--- config.mk ---
export PLATFORM = sky130hd
export DESIGN_NAME = ramp_adc_ctrl
export DESIGN_NICKNAME = d
export VERILOG_FILES = /design/src/rtl/ramp_adc_pkg.sv /design/src/rtl/ramp_counter.sv /design/src/rtl/ramp_seq.sv /design/src/rtl/ramp_result.sv /design/src/rtl/ramp_adc_ctrl.sv
export SDC_FILE = /design/constraint.sdc
export NUM_CORES = 1
export LEC_CHECK = 0
export BUFFER_PORTS_ARGS = -buffer_cell sky130_fd_sc_hd__buf_4
export CAP_MARGIN = 0
export CORE_AREA = 4 4 41 43
export CTS_CLUSTER_SIZE = 14
export DETAILED_ROUTE_END_ITERATION = 16
export DIE_AREA = 0 0 45 47
export PLACE_DENSITY_LB_ADDON = 0.3
export SETUP_SLACK_MARGIN = 0.2
export SLEW_MARGIN = 20
export SYNTH_ARGS = -nofsm -noshare
export SYNTH_HDL_FRONTEND = slang
export SYNTH_SLANG_ARGS = --single-unit
--- constraint.sdc ---
create_clock -name clk -period 1.52 [get_ports clk]
set_clock_uncertainty 0.05 [all_clocks]
set_input_delay 0.228 -clock clk [delete_from_list [all_inputs] [get_ports clk]]
set_output_delay 0.228 -clock clk [all_outputs]
set_load 0.05 [all_outputs]
--- src/rtl/ramp_adc_pkg.sv ---
package ramp_adc_pkg;
  typedef enum logic {
    ST_IDLE = 1'b0,
    ST_RAMP = 1'b1
  } ramp_state_e;
endpackage

--- src/rtl/ramp_counter.sv ---
module ramp_counter #(
  parameter int WIDTH = 4
) (
  input  logic             clk,
  input  logic             rst_n,
  input  logic             clr_i,
  input  logic             inc_i,
  output logic [WIDTH-1:0] code_o,
  output logic             full_o
);
  localparam logic [WIDTH-1:0] TOP = {WIDTH{1'b1}};

  function automatic logic [WIDTH-1:0] step_up(input logic [WIDTH-1:0] c);
    return c + 1'b1;
  endfunction

  logic [WIDTH-1:0] code_q;

  always_ff @(posedge clk or negedge rst_n) begin
    if (!rst_n)     code_q <= '0;
    else if (clr_i) code_q <= '0;
    else if (inc_i) code_q <= step_up(code_q);
  end

  assign code_o = code_q;
  assign full_o = (code_q == TOP);

  assert_clear_R2: assert property (@(posedge clk) disable iff (!rst_n)
    clr_i |=> (code_o == '0));
  assert_step_R3: assert property (@(posedge clk) disable iff (!rst_n)
    (inc_i && !clr_i) |=> (code_o == $past(code_o) + 1'b1));
  assert_freeze_R10: assert property (@(posedge clk) disable iff (!rst_n)
    (!inc_i && !clr_i) |=> $stable(code_o));
endmodule

--- src/rtl/ramp_seq.sv ---
module ramp_seq
  import ramp_adc_pkg::*;
(
  input  logic clk,
  input  logic rst_n,
  input  logic start_i,
  input  logic cmp_i,
  input  logic full_i,
  output logic busy_o,
  output logic clr_o,
  output logic inc_o,
  output logic trip_o,
  output logic ovf_o
);
  ramp_state_e state_q, state_d;

  always_comb begin
    state_d = state_q;
    clr_o   = 1'b0;
    inc_o   = 1'b0;
    trip_o  = 1'b0;
    ovf_o   = 1'b0;
    unique case (state_q)
      ST_IDLE: if (start_i) begin
        clr_o   = 1'b1;
        state_d = ST_RAMP;
      end
      ST_RAMP: begin
        if (cmp_i) begin
          trip_o  = 1'b1;
          state_d = ST_IDLE;
        end else if (full_i) begin
          ovf_o   = 1'b1;
          state_d = ST_IDLE;
        end else begin
          inc_o = 1'b1;
        end
      end
      default: state_d = ST_IDLE;
    endcase
  end

  always_ff @(posedge clk or negedge rst_n) begin
    if (!rst_n) state_q <= ST_IDLE;
    else        state_q <= state_d;
  end

  assign busy_o = (state_q == ST_RAMP);

  assert_start_R2: assert property (@(posedge clk) disable iff (!rst_n)
    (!busy_o && start_i) |=> busy_o);
  assert_trip_R4: assert property (@(posedge clk) disable iff (!rst_n)
    trip_o |=> !busy_o);
  assert_ovf_R6: assert property (@(posedge clk) disable iff (!rst_n)
    ovf_o |=> !busy_o);
  assert_busy_start_R8: assert property (@(posedge clk) disable iff (!rst_n)
    (busy_o && start_i) |-> !clr_o);
  assert_events_R4: assert property (@(posedge clk) disable iff (!rst_n)
    $onehot0({clr_o, inc_o, trip_o, ovf_o}));
endmodule

--- src/rtl/ramp_result.sv ---
module ramp_result #(
  parameter int WIDTH = 4
) (
  input  logic             clk,
  input  logic             rst_n,
  input  logic             trip_i,
  input  logic             ovf_i,
  input  logic [WIDTH-1:0] code_i,
  output logic [WIDTH-1:0] result_o,
  output logic             overrange_o,
  output logic             done_o
);
  localparam logic [WIDTH-1:0] TOP = {WIDTH{1'b1}};

  function automatic logic [WIDTH-1:0] pick_result(input logic ovf,
                                                   input logic [WIDTH-1:0] c);
    return ovf ? TOP : c;
  endfunction

  always_ff @(posedge clk or negedge rst_n) begin
    if (!rst_n) begin
      result_o    <= '0;
      overrange_o <= 1'b0;
      done_o      <= 1'b0;
    end else begin
      done_o <= trip_i | ovf_i;
      if (trip_i | ovf_i) begin
        result_o    <= pick_result(ovf_i, code_i);
        overrange_o <= ovf_i;
      end
    end
  end

  assert_capture_R4: assert property (@(posedge clk) disable iff (!rst_n)
    trip_i |=> (result_o == $past(code_i) && !overrange_o));
  assert_saturate_R6: assert property (@(posedge clk) disable iff (!rst_n)
    ovf_i |=> (result_o == TOP && overrange_o));
  assert_hold_R7: assert property (@(posedge clk) disable iff (!rst_n)
    !($stable(result_o) && $stable(overrange_o)) |-> done_o);
  assert_pulse_R9: assert property (@(posedge clk) disable iff (!rst_n)
    done_o |=> !done_o);
endmodule

--- src/rtl/ramp_adc_ctrl.sv ---
module ramp_adc_ctrl #(
  parameter int WIDTH = 4
) (
  input  logic             clk,
  input  logic             rst_n,
  input  logic             start_i,
  input  logic             cmp_i,
  output logic [WIDTH-1:0] dac_code_o,
  output logic [WIDTH-1:0] result_o,
  output logic             busy_o,
  output logic             done_o,
  output logic             overrange_o
);
  logic clr_w, inc_w, trip_w, ovf_w, full_w;

  ramp_seq u_seq (
    .clk    (clk),
    .rst_n  (rst_n),
    .start_i(start_i),
    .cmp_i  (cmp_i),
    .full_i (full_w),
    .busy_o (busy_o),
    .clr_o  (clr_w),
    .inc_o  (inc_w),
    .trip_o (trip_w),
    .ovf_o  (ovf_w)
  );

  ramp_counter #(.WIDTH(WIDTH)) u_cnt (
    .clk   (clk),
    .rst_n (rst_n),
    .clr_i (clr_w),
    .inc_i (inc_w),
    .code_o(dac_code_o),
    .full_o(full_w)
  );

  ramp_result #(.WIDTH(WIDTH)) u_res (
    .clk        (clk),
    .rst_n      (rst_n),
    .trip_i     (trip_w),
    .ovf_i      (ovf_w),
    .code_i     (dac_code_o),
    .result_o   (result_o),
    .overrange_o(overrange_o),
    .done_o     (done_o)
  );

  assert_done_idle_R4: assert property (@(posedge clk) disable iff (!rst_n)
    done_o |-> !busy_o);
endmodule

== Yosys cells after proc, flatten, opt, wreduce, memory -nomap -nowiden ==
Index checks and enable logic that the tools add are counted.
Word-level totals
  flip-flop bits (word level): 11
Cells by class
  add/sub/neg operators: 1
  equal/unequal tests: 1
  multiplexer cells: 14
  bitwise logic cells: 2
  reduce and logical (&&, ||, !) cells: 1
Operators with widths (number)
  4-bit 2-to-1 mux: 3
  1-bit 2-to-1 mux: 10
  4-bit by 1-bit adder with 4-bit output, second input constant: 1
  4-bit == test, second input constant: 1
  1-bit case mux with 2 select lines: 1
  2-bit nonzero test: 1
  1-bit inverter: 1
  1-bit OR: 1

== Depth between registers and ports, before layout ==
Gate-level depths: netlist of run 1.
  depth after elaboration: 6
  mapped depth: 5

== Hierarchy ==
A second synthesis of run 1 with hierarchy kept.
Unflattened totals
  cells, all modules: 40
  area total of the unflattened synthesis: 495.5 µm²
By module, submodules not included
  ramp_result: times used 1, cells an instance 17, area an instance 229.0 µm², seq. area each 150.1 µm²
  ramp_counter: times used 1, cells an instance 17, area an instance 198.9 µm², seq. area each 100.1 µm²
  ramp_seq: times used 1, cells an instance 6, area an instance 67.6 µm², seq. area each 25.0 µm²

== Least setup slack after synthesis of run 1 ==
OpenSTA, ideal clock, no wires.
  path type: flip-flop to flip-flop
  start point: register u_cnt.code_q[1], in the netlist u_cnt.code_o[1]
  end point: register u_res.result_o[1]
  arrival time: 1.544 ns
  required time: 1.404 ns
  path slack: -0.140 ns
  cell stages (with the launch flop): 6
  period minus slack after synthesis: 1.660 ns
  cells stage by stage: dfrtp_1 > ha_1 > a31oi_4 > nor2b_1 > buf_6 > o22a_1
On the way
  longest elaborated chain between the ends: 5
  elaborated cells on any way between the ends: 6
  those cells by class: eq/ne: 1; mux: 4; bitwise: 1
RTL lines
  start: declaration: RTL line ramp_counter.sv:17  | logic [WIDTH-1:0] code_q;
  start signal: assignment: RTL line ramp_counter.sv:22  | else if (inc_i) code_q <= step_up(code_q);
  4-bit == test: RTL line ramp_counter.sv:26  | assign full_o = (code_q == TOP);
  1-bit 2-to-1 mux: RTL line ramp_seq.sv:32  | end else if (full_i) begin
  1-bit 2-to-1 mux: RTL line ramp_seq.sv:29  | if (cmp_i) begin
  1-bit 2-to-1 mux: RTL line ramp_seq.sv:23  | unique case (state_q)
  4-bit 2-to-1 mux / 1-bit OR (equally long branches): RTL line ramp_result.sv:17, ramp_result.sv:27
  end signal: assignment: RTL line ramp_result.sv:28  | result_o <= pick_result(ovf_i, code_i);
  end: declaration: RTL line ramp_result.sv:9  | output logic [WIDTH-1:0] result_o,
Parallel ways exist; a longest one is shown, timed or not.
A chain may end at the register's enable or synchronous reset.

== Worst setup path in the final report of run 1 ==
  start point: register u_cnt.code_q[1], in the netlist u_cnt.code_o[1]
  end point: register u_cnt.code_q[0], in the netlist u_cnt.code_o[0]
On the way
  longest elaborated chain between the ends: 5
RTL lines (RTL line)
  4-bit == test: ramp_counter.sv:26
  1-bit 2-to-1 mux: ramp_seq.sv:32
  1-bit 2-to-1 mux: ramp_seq.sv:29
  1-bit 2-to-1 mux: ramp_seq.sv:23
  2-bit nonzero test (no line)
Every way passes these cells.

==> results of run 1 <==
placed cells by master, fill, tap and decap left out:
master	instances
dfrtp_1	6
o22ai_1	1
a41oi_1	1
a31oi_4	1
nor2b_4	1
nand4b_1	1
clkbuf_1	1
nor2_1	4
ha_4	1
inv_1	2
nand2_1	4
o21ai_0	3
a21oi_1	4
o22a_1	3
o21ba_1	1
a32oi_1	1
and4b_1	1
dfrtp_2	5
a31oi_1	1
dlygate4sd3_1	1
buf_4	18
a311oi_1	1
clkbuf_4	3
nor2b_1	1
path summary, 6_finish.rpt:
path,to,slack [ns],depth (start not counted)
setup reg to reg,u_cnt.code_o[0],0.24,4
hold / removal,u_res.overrange_o,0.16,2
hold reg to reg,u_res.result_o[2],0.44,2
min in group asynchronous,u_res.result_o[2],0.28,2
max in group asynchronous,u_cnt.code_o[0],0.97,2
setup / recovery,u_cnt.code_o[0],0.24,4
kinds of logic after synthesis:
group | after synthesis | share of synthesized area, %
AOI/OAI and AO/OA | 17 | 25.5
adders and majority gates | 1 | 2.43
buffers and inverters | 5 | 6.80
DFF | 11 | 53.4
and+or+nand+nor | 12 | 11.9
layout make-up:
| class | count | area [um2] |
|---|---|---|
| clock buffers | 4 | 26.3 |
| fillers | 125 | 597 |
| inverters | 2 | 7.51 |
| multi-input cells | 30 | 225 |
| flip-flops and latches | 11 | 282 |
| well taps | 15 | 18.8 |
| repair buffers | 19 | 145 |
what timing repair did:
item                                    CTS  global route
hold buffers                              1             0
buffers inserted                          0             3
endpoints found under the setup margin    4             5
pin swaps                                 0             2
gates resized for setup                   1             2
hold endpoints to repair                 11             0
metal layers:
metal  vias to the layer above  track usage (%)  share of wire [%]
met5                         -                0                  0
met4                         0             7.02                  0
met3                         0             4.98                 10
met2                        31             18.4                 49
met1                       218             15.5                 41
li1                        212                -                  -
worst max-delay path: cells and delay by family (launching register included):
kind | cells | cell delay (ns)
fa+ha+maj | 1 | 0.19
simple gates | 1 | 0.08
flops | 1 | 0.44
compound gates | 2 | 0.40
per-stage QoR:
stage | hold WS [ns] | utilization, % | worst slack (ns) | total power [mW]
after floorplan | -0.118 | - | 0.0948 | 0.915
after global placement | 0.0201 | 48.9 | 0.181 | 1.10
after detailed placement | 0.0229 | 48.9 | 0.146 | 1.12
after CTS | 0.151 | 51.9 | 0.224 | 1.32
after global routing | 0.178 | 54.1 | 0.194 | 1.45
final | 0.164 | 54.1 | 0.244 | 1.36
flip-flops by register name, summed over array words and instances (netlist names):
| signal | flops |
|---|---|
| u_cnt.code_o | 4 |
| u_res.result_o | 4 |
| u_res.done_o | 1 |
| u_res.overrange_o | 1 |
| u_seq.busy_o | 1 |
report_power, final:
group | internal (mW) | total (mW) | switching, mW
Sequential | 0.380 | 0.482 | 0.102
Combinational | 0.257 | 0.686 | 0.429
Clock | 0.101 | 0.191 | 0.0896
==> metrics.txt, run 1 <==
maximum buffer depth of the clock tree=2; pwr dens=between 1500 and 2000 nW/um2; Post-Route WL=between 1 and 1.5 mm; hold path startpoint=cmp_i; gpl congestion=around 0.77; Pre-antenna DRT Iters=5; Initial Util=between 30% and 40%; crit end category=flip-flop; critical path class=flip-flop to flip-flop; io pins=15; worst relative slew slack=between 80% and 90%; largest cells by area after synthesis=dfrtp_1 (53%), o22a_1 (5.1%), buf_6 (4.4%); H-tree Lvls=1; die extent in y=between 40 and 50 um; post-route cell area=around 700 um2; GRT overflow=0; remaining antenna violation count after routing=0; Peak VDD IR=roughly 1.0 mV; most frequent cell after synthesis=dfrtp_1; main flop type after synthesis=dfrtp_1; Iter 0 DRT Violations=16; Final Cycle Share=84.0%; Synth top area share=a little over half; row count=13; diodes inserted=0; syn_nets=51; WL/cell=roughly 14 um; post-synth top area cell=dfrtp_1; Worst Path Arrival=roughly 1.4 ns; setup TNS=0 ns; Mean Syn Cell Area=11.2 um2; global-route wire length before repair=between 1.5 and 2 mm; Skew-Pair Late Insertion Delay=about 0.26 ns; Pleak=0.324 nW; share of cells above drive strength 1=43.9%; sequential fraction of the synthesis area=53.4%; final hold vios=0; Mapped Area=between 500 and 600 um2; Synth top cells by count=dfrtp_1 (11), a21oi_1 (4), nand2_1 (4), nor2_1 (4); max incr delay on CP=approximately 0.44 ns; global-route usage over all layers=12.4%; Fmax=roughly 800 MHz; Worst Tran Pin Value=approximately 0.21 ns; Hold WC Path Type=input pin to flip-flop; CTS sink cnt=11; vias post-DR=~460; vias in the first global route=just over 400; worst r2r src=u_cnt.code_o[1]; Die Wd=around 45 um; Placed Area=between 600 and 700 um2; RSZ-0062 raised after global routing=false; worst-path cell chain=ha_4 > a31oi_4 > nor2b_4 > o21ba_1; P&R area growth vs syn=36.7%; Clock transition at path regs=0.07 ns; # port buffers=14; CP required=roughly 1.6 ns; largest net degree at the start of global routing=12; vias per cell=5.69; die area=between 2000 and 2500 um2; Netlist cell types=20; CP startpoint kind=flip-flop; Crit. Startpoint=u_cnt.code_o[1]; outcome=complete, no violations; dpl cells=73; min cycle time layout=around 1.3 ns; final setup vio count=0; TritonCTS clock tree=built; synth warn=0; Final #Nets=72; EDFF count, synth=0; max_cap viols=0; Post-Layout Cell Count=81; Residual DRC=0; crit path max fanout=6; asr flop ratio synth=100%; initial antenna violation count=0; Num CTS Buffers=3; dpl hpwl=about 820 um; Slew Limit Fails=0; Core Region=around 1300 um2; clock root cell=clkbuf_4; slowest CP cell=dfrtp_2; Synth Instances=46; synthesized flop and latch total=11
No activity file was read; power rests on OpenSTA's default activity.
==> run 2, diff against run 1 <==
--- a/config.mk
+++ b/config.mk
@@ -5,6 +5,7 @@
 export SDC_FILE = /design/constraint.sdc
 export NUM_CORES = 1
 export LEC_CHECK = 0
+export ABC_AREA = 1
 export BUFFER_PORTS_ARGS = -buffer_cell sky130_fd_sc_hd__buf_4
 export CAP_MARGIN = 0
 export CORE_AREA = 4 4 41 43
==> constraint.sdc (replaced) <==
create_clock -name clk -period 1.3 [get_ports clk]
set_clock_uncertainty 0.05 [all_clocks]
set_input_delay 0.195 -clock clk [delete_from_list [all_inputs] [get_ports clk]]
set_output_delay 0.195 -clock clk [all_outputs]
set_load 0.05 [all_outputs]
==> metrics.txt, run 2 <==
Residual DRC=0; Post-Synth XOR/XNOR Area=0%; Initial Util=approximately two fifths; Hold WC Path Type=input pin to flip-flop; crit path max fanout=6; WL/cell=around 12 um; row count=13; die area=2120 um2; synthesized flop and latch total=11; post-synth top area cell=dfrtp_1; Clock transition at path regs=~0.070 ns; most frequent cell after synthesis=nand2_1; gpl congestion=0.737; largest net degree at the start of global routing=12; dpl cells=88; Post-Synth Adder-Cell Area=around 2.5%; Synth top cells by count=nand2_1 (18), dfrtp_1 (11), nand3_1 (10), inv_1 (5); hold_ws=0.201 ns; remaining antenna violation count after routing=0; crit end category=flip-flop; pwr dens=between 1500 and 2000 nW/um2; slowest CP cell=dfrtp_2; Mapped Area=around 500 um2; Peak VDD IR=roughly 0.96 mV; max_cap viols=0; min cycle time layout=1.17 ns; sequential fraction of the synthesis area=a little under three fifths; Post-Synth Simple-Gate Area=33.3%; synth warn=0; Core Region=1300 um2; Iter 0 DRT Violations=7; RR Endpoint=u_res.result_o[0]; vias per cell=about 4.9; Slew Limit Fails=0; Worst Tran Pin Value=about 0.26 ns; worst r2r src=u_cnt.code_o[0]; Synth Area in Compound Gates=roughly 4%; syn_nets=64; Pre-antenna DRT Iters=4; share of cells above drive strength 1=between 50 and 60%; diodes inserted=0; critical path class=flip-flop to flip-flop; Mean Syn Cell Area=8.48 um2; Util after Layout=between 60% and 70%; Worst Reg2Reg Path Length in Cells=5; Synth Instances=slightly below 60; buffer and inverter count on the worst path=0; largest cells by area after synthesis=dfrtp_1 (55%), nand2_1 (14%), nand3_1 (10%); main flop type after synthesis=dfrtp_1; Synth top area share=55.0%; Post-Layout Cell Count=approximately 110; Num CTS Buffers=3; dpl hpwl=763 um; most frequent cells in the layout=nand2_1 (15), buf_4 (15), buf_6 (11); final setup vio count=0; # port buffers=14; worst hold stages=3; Final Cycle Share=90.3%; final hold vios=0; Die Wd=45 um; post-route cell area=between 800 and 900 um2; H-tree Lvls=1; setup TNS=0 ns; multiplexer share of the synthesized area=0%; Pleak=approximately 0.45 nW; P&R area growth vs syn=76.5%; die extent in y=47 um; Skew-Pair Late Insertion Delay=0.28 ns; Placed Area=about 670 um2; vias post-DR=around 520; RSZ-0062 raised after global routing=true; clock root cell=clkbuf_4; io pins=15; hold path startpoint=start_i; vias in the first global route=between 400 and 500; Hold EP=u_seq.busy_o; delay-heaviest family, CP=flip-flops; worst-path cell chain=ha_4 > nand3_4 > nor2_2 > a21oi_2 > nand2_1; CTS sink cnt=11; initial antenna violation count=0; TritonCTS clock tree=built; global-route wire length before repair=around 2 mm; r2r setup slk=0.13 ns; max incr delay on CP=0.47 ns; Final #Nets=96; combinational family with the most area after synthesis=simple AND/OR/NAND/NOR gates; Fmax=852 MHz; CP required=1.42 ns; global-route usage over all layers=between 10% and 20%; asr flop ratio synth=100%; EDFF count, synth=0; CP startpoint kind=flip-flop; maximum buffer depth of the clock tree=2; Worst Path Arrival=between 1 and 1.5 ns; GRT overflow=0; Post-Route WL=between 1 and 1.5 mm; worst relative slew slack=between 80% and 90%; Netlist cell types=13; outcome=complete, no violations
run 2: timing repair:
item	in CTS	in global routing
buffers inserted	7	5
hold endpoints to repair	11	0
pin swaps	3	5
hold buffers	1	0
gates resized for setup	8	15
setup endpoints to repair	13	20
run 2: how the worst max path moves through the flow:
stage / slack, ns / startpoint / to / depth (start not counted)
finish: 0.13 / u_cnt.code_o[0] / u_res.result_o[0] / 5
global route: 0.07 / u_cnt.code_o[0] / u_res.result_o[0] / 5
CTS: 0.15 / u_cnt.code_o[0] / dac_code_o[0] / 1
detailed placement: 0.15 / u_cnt.code_o[0] / u_res.result_o[2] / 5
global placement: 0.18 / u_seq.busy_o / u_res.result_o[1] / 4
floorplan: 0.05 / u_cnt.code_o[0] / u_cnt.code_o[1] / 6
run 2: power breakdown:
group / switching [mW] / total [mW] / internal, mW
Sequential: 0.0685 / 0.473 / 0.405
Combinational: 0.379 / 0.658 / 0.279
Clock: 0.120 / 0.239 / 0.119
run 2: routing by layer:
metal	track usage (%)	up-vias	part of all wire, %
met2	23.2	12	54
met3	4.60	4	4.3
li1	-	258	-
met4	7.02	0	1.8
met1	14.4	244	40
met5	0	-	0
run 2: cell type report:
type,instances,area (um2)
clock buffers,4,26.3
fillers,107,418
inverters,7,28.8
multi-input cells,41,282
flip-flops and latches,11,282
well taps,15,18.8
repair buffers,27,246
run 2: stage by stage:
stage	setup WS, ns	power [mW]
floorplan	0.0525	0.787
global route	0.0735	1.45
finish	0.126	1.37
detailed placement	0.152	0.931
CTS	0.148	1.25
global placement	0.178	0.928
run 2: tightest hold or removal path, stage by stage:
cell	delay, ns
buf_4	0.08
nand2_1	0.12
nand2_1	0.10
run 2: cell families after synthesis:
group / count (synthesis)
buffers and inverters: 7
AOI/OAI and AO/OA: 4
and+or+nand+nor: 36
DFF: 11
adders and majority gates: 1
